==> src/rtl/crc_unit_pkg.sv <==
package crc_unit_pkg;

    localparam int unsigned WORD_W  = 32;
    localparam int unsigned LANES   = WORD_W / 8;
    localparam int unsigned CNT_W   = $clog2(LANES + 1);

    // word offsets (byte offset >> 2)
    localparam logic [3:0] OFS_CTRL = 4'h0;
    localparam logic [3:0] OFS_SET  = 4'h1;
    localparam logic [3:0] OFS_CLR  = 4'h2;
    localparam logic [3:0] OFS_DATA = 4'h4;
    localparam logic [3:0] OFS_REV  = 4'h8;

    localparam logic [WORD_W-1:0] CTRL_WMASK = 32'h0000_0F36;

    typedef struct packed {
        logic [1:0] order;
        logic       bit_flip;
        logic       byte_force;
        logic [1:0] poly_sel;
        logic       run;
        logic       seed_ones;
    } ctrl_t;

    function automatic logic [WORD_W-1:0] ctrl_pack(ctrl_t c);
        return {20'b0, c.order, c.bit_flip, c.byte_force, 2'b0,
                c.poly_sel, 1'b0, c.run, c.seed_ones, 1'b0};
    endfunction

    function automatic ctrl_t ctrl_unpack(logic [WORD_W-1:0] w);
        ctrl_t c;
        c.order      = w[11:10];
        c.bit_flip   = w[9];
        c.byte_force = w[8];
        c.poly_sel   = w[5:4];
        c.run        = w[2];
        c.seed_ones  = w[1];
        return c;
    endfunction

    function automatic logic [WORD_W-1:0] mirror_word(logic [WORD_W-1:0] w);
        logic [WORD_W-1:0] r;
        for (int i = 0; i < WORD_W; i++) r[i] = w[WORD_W-1-i];
        return r;
    endfunction

    // one byte, MSB first, non-reflected
    function automatic logic [WORD_W-1:0] crc_fold(logic [WORD_W-1:0] crc,
                                                   logic [7:0] b,
                                                   logic [WORD_W-1:0] poly,
                                                   logic narrow);
        logic [WORD_W-1:0] c;
        logic              top;
        c = crc;
        if (narrow) c[15:8]  = c[15:8] ^ b;
        else        c[31:24] = c[31:24] ^ b;
        for (int i = 0; i < 8; i++) begin
            top = narrow ? c[15] : c[31];
            c   = c << 1;
            if (top) c = c ^ poly;
        end
        if (narrow) c[31:16] = '0;
        return c;
    endfunction

endpackage

==> src/rtl/crc_unit_ctrl.sv <==
module crc_unit_ctrl
    import crc_unit_pkg::*;
(
    input  logic              clk,
    input  logic              rst_n,
    input  logic              wr_ctrl,
    input  logic              wr_set,
    input  logic              wr_clr,
    input  logic [WORD_W-1:0] wdata,
    output ctrl_t             ctrl_o,
    output logic              seed_go,
    output logic              seed_ones
);

    ctrl_t ctrl_d, ctrl_q;

    always_comb begin
        logic [WORD_W-1:0] cur;
        cur    = ctrl_pack(ctrl_q);
        ctrl_d = ctrl_q;
        if (wr_ctrl)     ctrl_d = ctrl_unpack(wdata & CTRL_WMASK);
        else if (wr_set) ctrl_d = ctrl_unpack(cur | (wdata & CTRL_WMASK));
        else if (wr_clr) ctrl_d = ctrl_unpack(cur & ~wdata);
        seed_go   = (wr_ctrl | wr_set) & wdata[0];
        seed_ones = ctrl_d.seed_ones;
    end

    always_ff @(posedge clk) begin
        if (!rst_n) ctrl_q <= '0;
        else        ctrl_q <= ctrl_d;
    end

    assign ctrl_o = ctrl_q;

    assert_set_alias_R3: assert property (@(posedge clk) disable iff (!rst_n)
        wr_set |=> ((ctrl_pack(ctrl_q) & $past(wdata) & CTRL_WMASK)
                    == ($past(wdata) & CTRL_WMASK)));

    assert_clr_alias_R3: assert property (@(posedge clk) disable iff (!rst_n)
        wr_clr |=> ((ctrl_pack(ctrl_q) & $past(wdata)) == '0));

    assert_reserved_zero_R2: assert property (@(posedge clk) disable iff (!rst_n)
        (ctrl_pack(ctrl_q) & ~CTRL_WMASK) == '0);

endmodule

==> src/rtl/crc_unit_feed.sv <==
module crc_unit_feed
    import crc_unit_pkg::*;
(
    input  logic              clk,
    input  logic              rst_n,
    input  logic [WORD_W-1:0] wdata,
    input  logic [LANES-1:0]  be,
    input  ctrl_t             ctrl,
    output logic [CNT_W-1:0]  nbytes,
    output logic [WORD_W-1:0] seq
);

    logic [WORD_W-1:0] ordered;
    logic [WORD_W-1:0] aligned;
    logic [1:0]        lo;

    always_comb begin
        lo = '0;
        for (int i = LANES - 1; i >= 0; i--) if (be[i]) lo = 2'(i);
        aligned = wdata >> {lo, 3'b000};

        if (ctrl.byte_force) begin
            nbytes = (be != '0) ? CNT_W'(1) : CNT_W'(0);
        end else begin
            unique case (be)
                4'b1111:                            nbytes = CNT_W'(4);
                4'b0011, 4'b1100:                   nbytes = CNT_W'(2);
                4'b0001, 4'b0010, 4'b0100, 4'b1000: nbytes = CNT_W'(1);
                default:                            nbytes = CNT_W'(0);
            endcase
        end

        // first byte to fold lands in [31:24]
        unique case (nbytes)
            CNT_W'(4): begin
                unique case (ctrl.order)
                    2'd1:    ordered = {aligned[23:16], aligned[31:24],
                                        aligned[7:0],   aligned[15:8]};
                    2'd2:    ordered = {aligned[7:0],   aligned[15:8],
                                        aligned[23:16], aligned[31:24]};
                    default: ordered = aligned;
                endcase
            end
            CNT_W'(2): begin
                if (ctrl.order == 2'd1 || ctrl.order == 2'd2)
                    ordered = {aligned[7:0], aligned[15:8], 16'b0};
                else
                    ordered = {aligned[15:0], 16'b0};
            end
            default: ordered = {aligned[7:0], 24'b0};
        endcase
    end

    for (genvar g = 0; g < LANES; g++) begin : g_lane
        logic [7:0] lane_byte;
        always_comb begin
            for (int k = 0; k < 8; k++)
                lane_byte[k] = ctrl.bit_flip ? ordered[8*g + 7 - k] : ordered[8*g + k];
        end
        assign seq[8*g +: 8] = lane_byte;
    end

    assert_width_legal_R6: assert property (@(posedge clk) disable iff (!rst_n)
        (nbytes == CNT_W'(0)) || (nbytes == CNT_W'(1)) ||
        (nbytes == CNT_W'(2)) || (nbytes == CNT_W'(4)));

    assert_force_single_R7: assert property (@(posedge clk) disable iff (!rst_n)
        ctrl.byte_force |-> (nbytes <= CNT_W'(1)));

endmodule

==> src/rtl/crc_unit_core.sv <==
module crc_unit_core
    import crc_unit_pkg::*;
#(
    parameter logic [31:0] POLY_WIDE = 32'h04C1_1DB7,
    parameter logic [15:0] POLY_N1   = 16'h1021,
    parameter logic [15:0] POLY_N2   = 16'h3D65,
    parameter logic [15:0] POLY_N3   = 16'h8005
) (
    input  logic              clk,
    input  logic              rst_n,
    input  logic              load,
    input  logic [CNT_W-1:0]  nbytes,
    input  logic [WORD_W-1:0] seq,
    input  logic              seed_go,
    input  logic              seed_ones,
    input  logic [1:0]        poly_sel,
    output logic [WORD_W-1:0] crc_o,
    output logic              busy_o
);

    typedef struct packed {
        logic [WORD_W-1:0] crc;
        logic [WORD_W-1:0] shreg;
        logic [CNT_W-1:0]  left;
    } core_t;

    core_t d, q;
    logic [WORD_W-1:0] poly;
    logic              narrow;

    always_comb begin
        narrow = (poly_sel != 2'd0);
        unique case (poly_sel)
            2'd0:    poly = POLY_WIDE;
            2'd1:    poly = {16'b0, POLY_N1};
            2'd2:    poly = {16'b0, POLY_N2};
            default: poly = {16'b0, POLY_N3};
        endcase

        d = q;
        if (seed_go) begin
            d.crc = seed_ones ? '1 : '0;
        end else if (q.left != '0) begin
            d.crc   = crc_fold(q.crc, q.shreg[WORD_W-1 -: 8], poly, narrow);
            d.shreg = q.shreg << 8;
            d.left  = q.left - CNT_W'(1);
        end
        if (load) begin
            d.shreg = seq;
            d.left  = nbytes;
        end
    end

    always_ff @(posedge clk) begin
        if (!rst_n) q <= '0;
        else        q <= d;
    end

    assign crc_o  = q.crc;
    assign busy_o = (q.left != '0);

    assert_load_when_idle_R12: assert property (@(posedge clk) disable iff (!rst_n)
        load |-> !busy_o);

    assert_busy_length_R12: assert property (@(posedge clk) disable iff (!rst_n)
        load |=> (q.left == $past(nbytes)));

    assert_idle_hold_R10: assert property (@(posedge clk) disable iff (!rst_n)
        (!busy_o && !load && !seed_go) |=> $stable(crc_o));

    assert_seed_value_R4: assert property (@(posedge clk) disable iff (!rst_n)
        seed_go |=> (crc_o == ($past(seed_ones) ? '1 : '0)));

endmodule

==> src/rtl/crc_unit.sv <==
module crc_unit
    import crc_unit_pkg::*;
#(
    parameter int unsigned ADDR_W    = 6,
    parameter logic [31:0] POLY_WIDE = 32'h04C1_1DB7,
    parameter logic [15:0] POLY_N1   = 16'h1021,
    parameter logic [15:0] POLY_N2   = 16'h3D65,
    parameter logic [15:0] POLY_N3   = 16'h8005
) (
    input  logic              clk,
    input  logic              rst_n,
    input  logic [ADDR_W-1:0] bus_addr,
    input  logic              bus_wr,
    input  logic [3:0]        bus_be,
    input  logic [31:0]       bus_wdata,
    output logic [31:0]       bus_rdata,
    output logic              bus_wait
);

    localparam int unsigned IDX_W = ADDR_W - 2;

    ctrl_t             ctrl;
    logic              seed_go, seed_ones, busy, accept, aligned;
    logic              wr_ctrl, wr_set, wr_clr, wr_data, load;
    logic [IDX_W-1:0]  idx;
    logic [CNT_W-1:0]  nbytes;
    logic [WORD_W-1:0] seq, crc, data_view;

    assign idx     = bus_addr[ADDR_W-1:2];
    assign aligned = (bus_addr[1:0] == 2'b00);
    assign accept  = bus_wr & ~busy & aligned;
    assign wr_ctrl = accept && (idx == IDX_W'(OFS_CTRL));
    assign wr_set  = accept && (idx == IDX_W'(OFS_SET));
    assign wr_clr  = accept && (idx == IDX_W'(OFS_CLR));
    assign wr_data = accept && (idx == IDX_W'(OFS_DATA));
    assign load    = wr_data & ctrl.run & (nbytes != '0);

    crc_unit_ctrl u_ctrl (
        .clk       (clk),
        .rst_n     (rst_n),
        .wr_ctrl   (wr_ctrl),
        .wr_set    (wr_set),
        .wr_clr    (wr_clr),
        .wdata     (bus_wdata),
        .ctrl_o    (ctrl),
        .seed_go   (seed_go),
        .seed_ones (seed_ones)
    );

    crc_unit_feed u_feed (
        .clk    (clk),
        .rst_n  (rst_n),
        .wdata  (bus_wdata),
        .be     (bus_be),
        .ctrl   (ctrl),
        .nbytes (nbytes),
        .seq    (seq)
    );

    crc_unit_core #(
        .POLY_WIDE (POLY_WIDE),
        .POLY_N1   (POLY_N1),
        .POLY_N2   (POLY_N2),
        .POLY_N3   (POLY_N3)
    ) u_core (
        .clk       (clk),
        .rst_n     (rst_n),
        .load      (load),
        .nbytes    (nbytes),
        .seq       (seq),
        .seed_go   (seed_go),
        .seed_ones (seed_ones),
        .poly_sel  (ctrl.poly_sel),
        .crc_o     (crc),
        .busy_o    (busy)
    );

    assign data_view = (ctrl.poly_sel != 2'd0) ? {16'b0, crc[15:0]} : crc;

    always_comb begin
        bus_rdata = '0;
        if (aligned) begin
            if (idx == IDX_W'(OFS_CTRL) || idx == IDX_W'(OFS_SET) || idx == IDX_W'(OFS_CLR))
                bus_rdata = ctrl_pack(ctrl);
            else if (idx == IDX_W'(OFS_DATA))
                bus_rdata = data_view;
            else if (idx == IDX_W'(OFS_REV))
                bus_rdata = mirror_word(data_view);
        end
    end

    assign bus_wait = busy;

    assert_narrow_upper_R11: assert property (@(posedge clk) disable iff (!rst_n)
        (ctrl.poly_sel != 2'd0 && aligned && idx == IDX_W'(OFS_DATA))
            |-> (bus_rdata[31:16] == 16'h0000));

    assert_ctrl_frozen_R12: assert property (@(posedge clk) disable iff (!rst_n)
        busy |=> $stable(ctrl));

endmodule

==> config.mk <==
export PLATFORM = sky130hd
export DESIGN_NAME = crc_unit
export DESIGN_NICKNAME = d
export VERILOG_FILES = /design/src/rtl/crc_unit_pkg.sv /design/src/rtl/crc_unit_ctrl.sv /design/src/rtl/crc_unit_feed.sv /design/src/rtl/crc_unit_core.sv /design/src/rtl/crc_unit.sv
export SDC_FILE = /design/constraint.sdc
export NUM_CORES = 1
export LEC_CHECK = 0
export ABC_AREA = 1
export BUFFER_PORTS_ARGS = -buffer_cell sky130_fd_sc_hd__buf_2
export CAP_MARGIN = 20
export CORE_ASPECT_RATIO = 1.5
export CORE_MARGIN = 2
export CORE_UTILIZATION = 50
export CTS_BUF_LIST = sky130_fd_sc_hd__clkbuf_16
export DETAILED_ROUTE_END_ITERATION = 10
export GPL_ROUTABILITY_DRIVEN = 0
export PLACE_DENSITY_LB_ADDON = 0.15
export SLEW_MARGIN = 5
export SYNTH_ARGS = -nofsm -noshare
export SYNTH_HDL_FRONTEND = slang
export SYNTH_HIERARCHICAL = 1
export SYNTH_SLANG_ARGS = --single-unit
==> constraint.sdc <==
create_clock -name clk -period 7.6 [get_ports clk]
set_clock_uncertainty 0.05 [all_clocks]
set_input_delay 0.76 -clock clk [delete_from_list [all_inputs] [get_ports clk]]
set_output_delay 0.76 -clock clk [all_outputs]
set_load 0.02 [all_outputs]
==> results of run 1 <==
## worst reg2reg max path: cells and delay by family (launching register included)
kind            cells  cell delay (ns)
buf+inv             5             1.34
compound gates      2             0.31
simple gates       19             2.65
flops               1             0.36
## layer usage
| layer | share of wire [%] | vias up | track usage, % |
|---|---|---|---|
| met3 | 4.2 | 119 | 2.69 |
| li1 | - | 5575 | - |
| met1 | 37 | 5031 | 34.2 |
| met2 | 50 | 402 | 55.5 |
| met5 | 0 | - | 0 |
| met4 | 8.9 | 0 | 25.5 |
## worst max-delay path by stage
stage | start | to | slack, ns
floorplan | bus_addr[3] | u_core/q[1] | 4.43
global placement | u_ctrl/ctrl_o[2] | u_core/crc_o[13] | 3.16
detailed placement | u_ctrl/ctrl_o[2] | u_core/crc_o[13] | 2.95
CTS | u_ctrl/ctrl_o[2] | u_core/crc_o[13] | 2.96
global route | u_ctrl/ctrl_o[2] | u_core/crc_o[13] | 2.45
finish | u_ctrl/ctrl_o[2] | u_core/crc_o[13] | 2.84
## report_power, final
part / internal, µW / switching (µW) / leakage, µW
logic: 717 / 1470 / 0.00412
clock network: 290 / 183 / 0.000152
registers: 489 / 162 / 0.000614
## cell families (layout without fill, tap and decap cells)
| group | count (synthesis) | count (layout) | share of synthesized area [%] |
|---|---|---|---|
| and+or+nand+nor | 1133 | 1133 | 51.9 |
| xor gates and xnor gates | 69 | 69 | 6.41 |
| AOI/OAI and AO/OA | 202 | 202 | 11.8 |
| buffers and inverters | 277 | 257 | 13.8 |
| DFF | 75 | 75 | 15.5 |
| adders and majority gates | 4 | 4 | 0.518 |
## Yosys cell counts, types with 5 or more instances
master and count:
sky130_fd_sc_hd__or2_2 6, sky130_fd_sc_hd__nand4_1 24, sky130_fd_sc_hd__nand3_1 259, sky130_fd_sc_hd__nand2_4 14
sky130_fd_sc_hd__inv_1 131, sky130_fd_sc_hd__o21ai_0 50, sky130_fd_sc_hd__inv_4 5, sky130_fd_sc_hd__a31oi_1 16
sky130_fd_sc_hd__nand3b_1 8, sky130_fd_sc_hd__clkbuf_1 38, sky130_fd_sc_hd__inv_2 12, sky130_fd_sc_hd__dfxtp_1 75
sky130_fd_sc_hd__a21oi_1 84, sky130_fd_sc_hd__buf_2 22, sky130_fd_sc_hd__nand2_2 22, sky130_fd_sc_hd__o21a_1 8
sky130_fd_sc_hd__xnor2_1 17, sky130_fd_sc_hd__nor2_2 11, sky130_fd_sc_hd__nand3_2 9, sky130_fd_sc_hd__buf_4 45
sky130_fd_sc_hd__buf_1 9, sky130_fd_sc_hd__xor2_1 50, sky130_fd_sc_hd__nor2_1 115, sky130_fd_sc_hd__nand2_1 651
sky130_fd_sc_hd__o21ai_1 22, sky130_fd_sc_hd__buf_6 9
## state kept, by name (all words and copies together) (netlist names)
signal	flops
u_core/q	35
u_ctrl/ctrl_o	8
u_core/crc_o	32
## per-stage QoR
step,setup WS (ns),hold WS (ns)
2_1_floorplan,4.43,0.389
3_3_place_gp,3.16,0.399
3_5_place_dp,2.95,0.404
4_1_cts,2.96,0.413
5_1_grt,2.45,0.430
6_report,2.84,0.411
## final cells by class
cell class | instances | area, µm²
clock inverters | 7 | 101
fillers | 2127 | 9040
flip-flops and latches | 75 | 1500
well taps | 256 | 320
inverters | 153 | 588
repair buffers | 88 | 468
clock buffers | 9 | 225
multi-input cells | 1408 | 6840
==> results.env, run 1 <==
CRIT_BUF_INV=5
CP_NUM_CELLS=26
GRT_START_MAX_NET_PINS=57
GLOBAL_ROUTE_WIRE_LENGTH_BEFORE_REPAIR_MM=52.4
CLOCK.FMAX_GHz=0.210
WORST_PATH_MOST_REPEATED_CELL='sky130_fd_sc_hd__nand2_1'
DIE_AREA_MM2=0.0205
PLACE.DETAILED.INSTANCES=1980
CTS_NUM_SINKS=75
SYNTH_AREA_LEADERS='sky130_fd_sc_hd__nand2_1 (25%), sky130_fd_sc_hd__dfxtp_1 (16%), sky130_fd_sc_hd__nand3_1 (13%)'
CTS.CLK_SLEW.WORST_PATHS_NS=0.07
PATH_MAX_FANOUT=22
DETAILEDROUTE.FIRSTITERATIONVIOLATIONS=998
FINALHOLDVIOLATIONS=0
TRITONCTS='yes'
CTSHOLDBUFFERS=0
GRT_USE_TOTAL_PCT=31.4
FINAL.PERIOD_UTILIZATION_PCT=62.6
STATUS='finished, final reports clean'
SYNTH_TOP_FLOP_CELL='sky130_fd_sc_hd__dfxtp_1'
TOP_AREA_CELL_TYPE_SHARE_OF_THE_NETLIST_AREA_PCT=25.3
DRIVE_ABOVE_1_SHARE_PCT=11.6
ROUTED_WL_MM=32.7
WORST_HOLD_PATH.NUM_CELLS=2
ROUTEDWLPERCELL_UM=16.4
FINAL_STANDARD_CELL_UTILIZATION_OF_THE_CORE_PCT=52.6
CORE_REGION_AREA_MM2=0.0191
FINISH.INSTANCE_AREA_MM2=0.0100
ASYNCSETRESETFLOPFRACSYNTH_PCT=0
GRT_PASS1_VIAS=10100
CP_TOP_FAMILY='simple AND/OR/NAND/NOR gates'
SYNTH_TOP_AREA_CELL='sky130_fd_sc_hd__nand2_1'
ANT_NETS=0
LAUNCH_INSTANCE_OF_THE_WORST_REGISTER_TO_REGISTER_PATH='u_ctrl/ctrl_o[2]'
IR_WORST_VDD_V=0.000162
NUMBER_OF_CORE_ROWS=62
HOLD_PATH.STARTPOINT='u_core/q[9]'
R2R_CELLS=26
HTREEDEPTH=3
DP_HPWL_MM=25.0
POST_CTS.RESIZED_INSTANCES=0
SLOWEST_DELAY_NS=0.71
CRITICAL_PATH_CLASS='reg2reg'
CRITICAL_PATH.STARTPOINT_TYPE='register'
VIAS_PER_CELL=5.57
MOSTFREQUENTLAYOUTCELLS='sky130_fd_sc_hd__nand2_1 (651), sky130_fd_sc_hd__nand3_1 (259), sky130_fd_sc_hd__inv_1 (131)'
MAXCAPVIOLATIONS=0
R2R-END='u_core/crc_o[13]'
LAYOUT.NETS=1784
POSTCTSSETUPREPAIRBUFS=0
ANTENNA-DIODE-COUNT=0
SYNTH-SEQ-AREA-SHARE_PCT=15.5
START_UTIL_PCT=50.7
SETUP-VIOLATIONS-FINAL=0
PORTBUFFERS=77
FINAL_MAX_SLEW_VIOL_COUNT=0
SYN_INST=1760
LIBRARY_CELL_USED_AS_CLOCK_ROOT_BUFFER='sky130_fd_sc_hd__clkbuf_16'
NUMBER_OF_BUFFERS_BETWEEN_CLOCK_ROOT_AND_THE_DEEPEST_SINK=2
POWER_DENSITY_OVER_THE_CELLS_mW_PER_MM2=329
SYN_AREA_PER_CELL_UM2=5.49
DRTPASS1ITERATIONS=5
P_TOTAL_uW=3310
IOPINCOUNT=78
DIE-WIDTH_UM=118
REG2REG_SLACK_NS=2.84
MAX-SLEW-MARGIN-REL_PCT=32.0
PLACEMENT.CELL_AREA_MM2=0.00972
HP-CLASS='reg2reg'
CLOCK_INSERTION_DELAY_WORST_SKEW_NS=0.34
FIN_TNS_SETUP_NS=0
SYNTH-EDFF-COUNT=0
FINISH.CELL_COUNT_WITHOUT_FILLERS=1996
P_LEAK_uW=0.00489
CRITPATHCAPTURETYPE='register'
GRT_REMAINING_OVERFLOW=0
COMMONEST_NON_FILL_NON_TAP_CELL_IN_THE_LAYOUT='sky130_fd_sc_hd__nand2_1'
CRIT_REQUIRED_NS=7.83
ANTENNA_FOUND_INITIAL=0
POSTSYNTHNETCOUNT=1809
CRIT_SLOWEST_CELL='sky130_fd_sc_hd__clkinv_1'
SYNTH.DISTINCT_CELLS=50
YS.WARNINGS.COUNT=6
PERIOD_NEEDED_NS=4.76
AREA_DELTA_SYNTH_FINAL_PCT=3.90
DRT_DRC_VIOLATIONS_LEFT=0
WORSTHOLDENDPOINT='u_core/q[9]'
SYN-CELL-AREA_MM2=0.00967
NUM_VIAS=11100
FLOORPLAN_DIE_HEIGHT_UM=174
WORST_EP_ARRIVAL_TIME_NS=4.98
SYNTH.FF_LATCH_COUNT=75
WORST-SLEW-PIN-TRANSITION_NS=1.02
RSZ_0062_RAISED_AFTER_GLOBAL_ROUTING='false'
NUM_CTS_BUFFERS=9
No activity file was read; power rests on OpenSTA's default activity.
==> run 2: changes to the inputs <==
==> constraint.sdc (replaced) <==
create_clock -name clk -period 4.25 [get_ports clk]
set_clock_uncertainty 0.05 [all_clocks]
set_input_delay 0.425 -clock clk [delete_from_list [all_inputs] [get_ports clk]]
set_output_delay 0.425 -clock clk [all_outputs]
set_load 0.02 [all_outputs]
==> run 2 against run 1 <==
Die area stayed put. Critical path depth stayed put. Hold slack worse by 0.025 ns. First-iteration DRC count is 11% lower. Fmax is 23% higher. Cell area is 1.0% higher. Count of clock-buffer cells in the layout stayed put.
==> results.env, run 2 (same netlist as run 1, synthesis figures left out) <==
FINALHOLDVIOLATIONS=0  # unchanged
FIN_TNS_SETUP_NS=0  # unchanged
NUM_VIAS=11200  # was 11100
HP-CLASS='in2reg'  # was reg2reg
VIAS_PER_CELL=5.56  # was 5.57
LARGEST_REG_FLOPS=35  # unchanged
COMMONEST_NON_FILL_NON_TAP_CELL_IN_THE_LAYOUT='sky130_fd_sc_hd__nand2_1'  # unchanged
GRT_START_MAX_NET_PINS=46  # was 57
PERIOD_NEEDED_NS=3.87  # was 4.76 ns
GRT_PASS1_VIAS=10300  # was 10100
TOP_LAYER_REACHED_BY_SIGNAL_WIRES='met4'  # unchanged
CTS_NUM_SINKS=75  # unchanged
DRT-MET1-WL_MM=12.2  # about the same
WORST_HOLD_PATH.NUM_CELLS=5  # was 2
LIBRARY_CELL_USED_AS_CLOCK_ROOT_BUFFER='sky130_fd_sc_hd__clkbuf_16'  # unchanged
MAX-SLEW-MARGIN-REL_PCT=24.3  # was 32.0%
R2R_CELLS=26  # unchanged
NUMBER_OF_CORE_ROWS=62  # unchanged
CP_NUM_CELLS=26  # unchanged
NUMBER_OF_BUFFERS_BETWEEN_CLOCK_ROOT_AND_THE_DEEPEST_SINK=2  # unchanged
LAYOUT.AREA.SEQ_MM2=0.00150  # unchanged
CTSHOLDBUFFERS=0  # unchanged
IOPINCOUNT=78  # unchanged
DRT_DRC_VIOLATIONS_LEFT=0  # unchanged
DRIVE_ABOVE_1_SHARE_PCT=12.4  # was 11.6%
CTS.CLK_SLEW.WORST_PATHS_NS=0.07  # about the same
POWER_DENSITY_OVER_THE_CELLS_mW_PER_MM2=586  # was 329 mW/mm²
IR_WORST_VDD_V=0.000284  # was 0.000162 V
PORTBUFFERS=77  # unchanged
DIE_AREA_MM2=0.0205  # unchanged
DETAILROUTE.WIRELENGTH.MET3_MM=1.59  # was 1.37 mm
CRITICAL_PATH_CLASS='reg2reg'  # unchanged
AREA_DELTA_SYNTH_FINAL_PCT=4.97  # was 3.90%
POST_CTS.RESIZED_INSTANCES=0  # unchanged
SLOWEST_DELAY_NS=0.67  # was 0.71 ns
GRT_REMAINING_OVERFLOW=0  # unchanged
CP_TOP_FAMILY='simple AND/OR/NAND/NOR gates'  # unchanged
REGISTERS.TOP_BY_FF_COUNT='u_core/q'  # unchanged
MAXCAPVIOLATIONS=0  # unchanged
DRTPASS1ITERATIONS=5  # unchanged
DIE-WIDTH_UM=118  # unchanged
FINISH.CELL_COUNT_WITHOUT_FILLERS=2013  # was 1996
FLOORPLAN_DIE_HEIGHT_UM=174  # unchanged
NUM_CTS_BUFFERS=9  # unchanged
SETUP-VIOLATIONS-FINAL=0  # unchanged
CRITPATHCAPTURETYPE='register'  # unchanged
WORST-SLEW-PIN-TRANSITION_NS=1.13  # was 1.02 ns
FINAL.PERIOD_UTILIZATION_PCT=91.1  # was 62.6%
CLOCK_INSERTION_DELAY_WORST_SKEW_NS=0.34  # about the same
LAYOUT.NETS=1801  # was 1784
RSZ_0062_RAISED_AFTER_GLOBAL_ROUTING='false'  # unchanged
ANTENNA_FOUND_INITIAL=0  # unchanged
MULTI_INPUT_COMB_AREA_MM2=0.00684  # unchanged
WL_MET2_MM=16.9  # was 16.2 mm
CRIT_BUF_INV=5  # unchanged
ANTENNA-DIODE-COUNT=0  # unchanged
CRIT_SLOWEST_CELL='sky130_fd_sc_hd__dfxtp_1'  # was sky130_fd_sc_hd__clkinv_1
WORST_PATH_MOST_REPEATED_CELL='sky130_fd_sc_hd__nand2_2'  # was sky130_fd_sc_hd__nand2_1
CORE_REGION_AREA_MM2=0.0191  # unchanged
POSTCTSSETUPREPAIRBUFS=0  # unchanged
DETAILEDROUTE.FIRSTITERATIONVIOLATIONS=889  # was 998
FINAL_MAX_SLEW_VIOL_COUNT=0  # unchanged
TRITONCTS='yes'  # unchanged
START_UTIL_PCT=50.7  # unchanged
GRT_USE_TOTAL_PCT=32.1  # was 31.4%
PLACE.DETAILED.INSTANCES=1997  # was 1980
MOSTFREQUENTLAYOUTCELLS='sky130_fd_sc_hd__nand2_1 (651), sky130_fd_sc_hd__nand3_1 (259), sky130_fd_sc_hd__inv_1 (131)'  # unchanged
PATH_MAX_FANOUT=35  # was 22
CLOCK.FMAX_GHz=0.258  # was 0.210 GHz
CRITICAL_PATH.STARTPOINT_TYPE='register'  # unchanged
CRIT_REQUIRED_NS=4.47  # was 7.83 ns
P_LEAK_uW=0.00497  # was 0.00489 µW
STATUS='finished, final reports clean'  # unchanged
DP_HPWL_MM=25.3  # was 25.0 mm
ANT_NETS=0  # unchanged
ROUTED_WL_MM=33.3  # was 32.7 mm
HTREEDEPTH=3  # unchanged
GLOBAL_ROUTE_WIRE_LENGTH_BEFORE_REPAIR_MM=52.9  # was 52.4 mm
WORST_EP_ARRIVAL_TIME_NS=4.09  # was 4.98 ns
FINAL.FILL_COUNT=2135  # was 2127
ROUTEDWLPERCELL_UM=16.5  # was 16.4 µm
## run 2: cell types whose count changed in the layout (fill, tap and decap cells not counted), sizes merged
cell / delta
buf: +17
clkinvlp: -2
clkinv: +3
bufinv: -1
## run 2: worst paths after layout
check | startpoint | to | slack (ns)
worst max-delay path | u_ctrl/ctrl_o[3] | u_core/crc_o[8] | 0.38
worst min-delay path | bus_wdata[8] | u_ctrl/ctrl_o[4] | 0.39
worst max register to register | u_ctrl/ctrl_o[3] | u_core/crc_o[8] | 0.38
worst min register to register | u_core/q[7] | u_core/q[7] | 0.41
## run 2: per-layer routing
layer  GRT usage (%)  vias to the layer above
met3            3.81                      133
met1            33.7                     5026
met5               0                        -
met2            58.6                      411
li1                -                     5614
met4            23.3                        0
## run 2: metrics by stage
step | hold WS [ns] | power [µW] | worst slack [ns] | util (%) | area [µm²]
after detailed placement | 0.404 | 5030 | 0.476 | 51.6 | 9850
after CTS | 0.383 | 5830 | 0.463 | 53.2 | 10100
after global routing | 0.418 | 6390 | 0.0964 | 53.2 | 10100
after global placement | 0.399 | 5000 | 0.609 | 51.6 | 9850
after floorplan | 0.389 | 4120 | 1.32 | - | 9670
final | 0.387 | 5950 | 0.380 | 53.2 | 10100
## run 2: worst min-delay path: cells and delay by family
family / cells / cell delay, ns
AOI/OAI and AO/OA: 1 / 0.05
buffers and inverters: 2 / 0.16
and+or+nand+nor: 2 / 0.10
## run 2: area by class of cell
type                    count  share of cell area (%)
well taps                 256                    3.16
clock buffers               9                    2.22
multi-input cells        1408                    67.4
flip-flops and latches     75                    14.8
clock inverters             7                   0.764
inverters                 153                    5.79
repair buffers            105                    5.87
## run 2: report_power, final
part	switching [µW]	internal, µW	leakage, µW	total [µW]
Sequential	274	874	0.000614	1150
Combinational	2680	1330	0.00420	4010
Clock	333	460	0.000151	793
Total	3290	2660	0.00497	5950
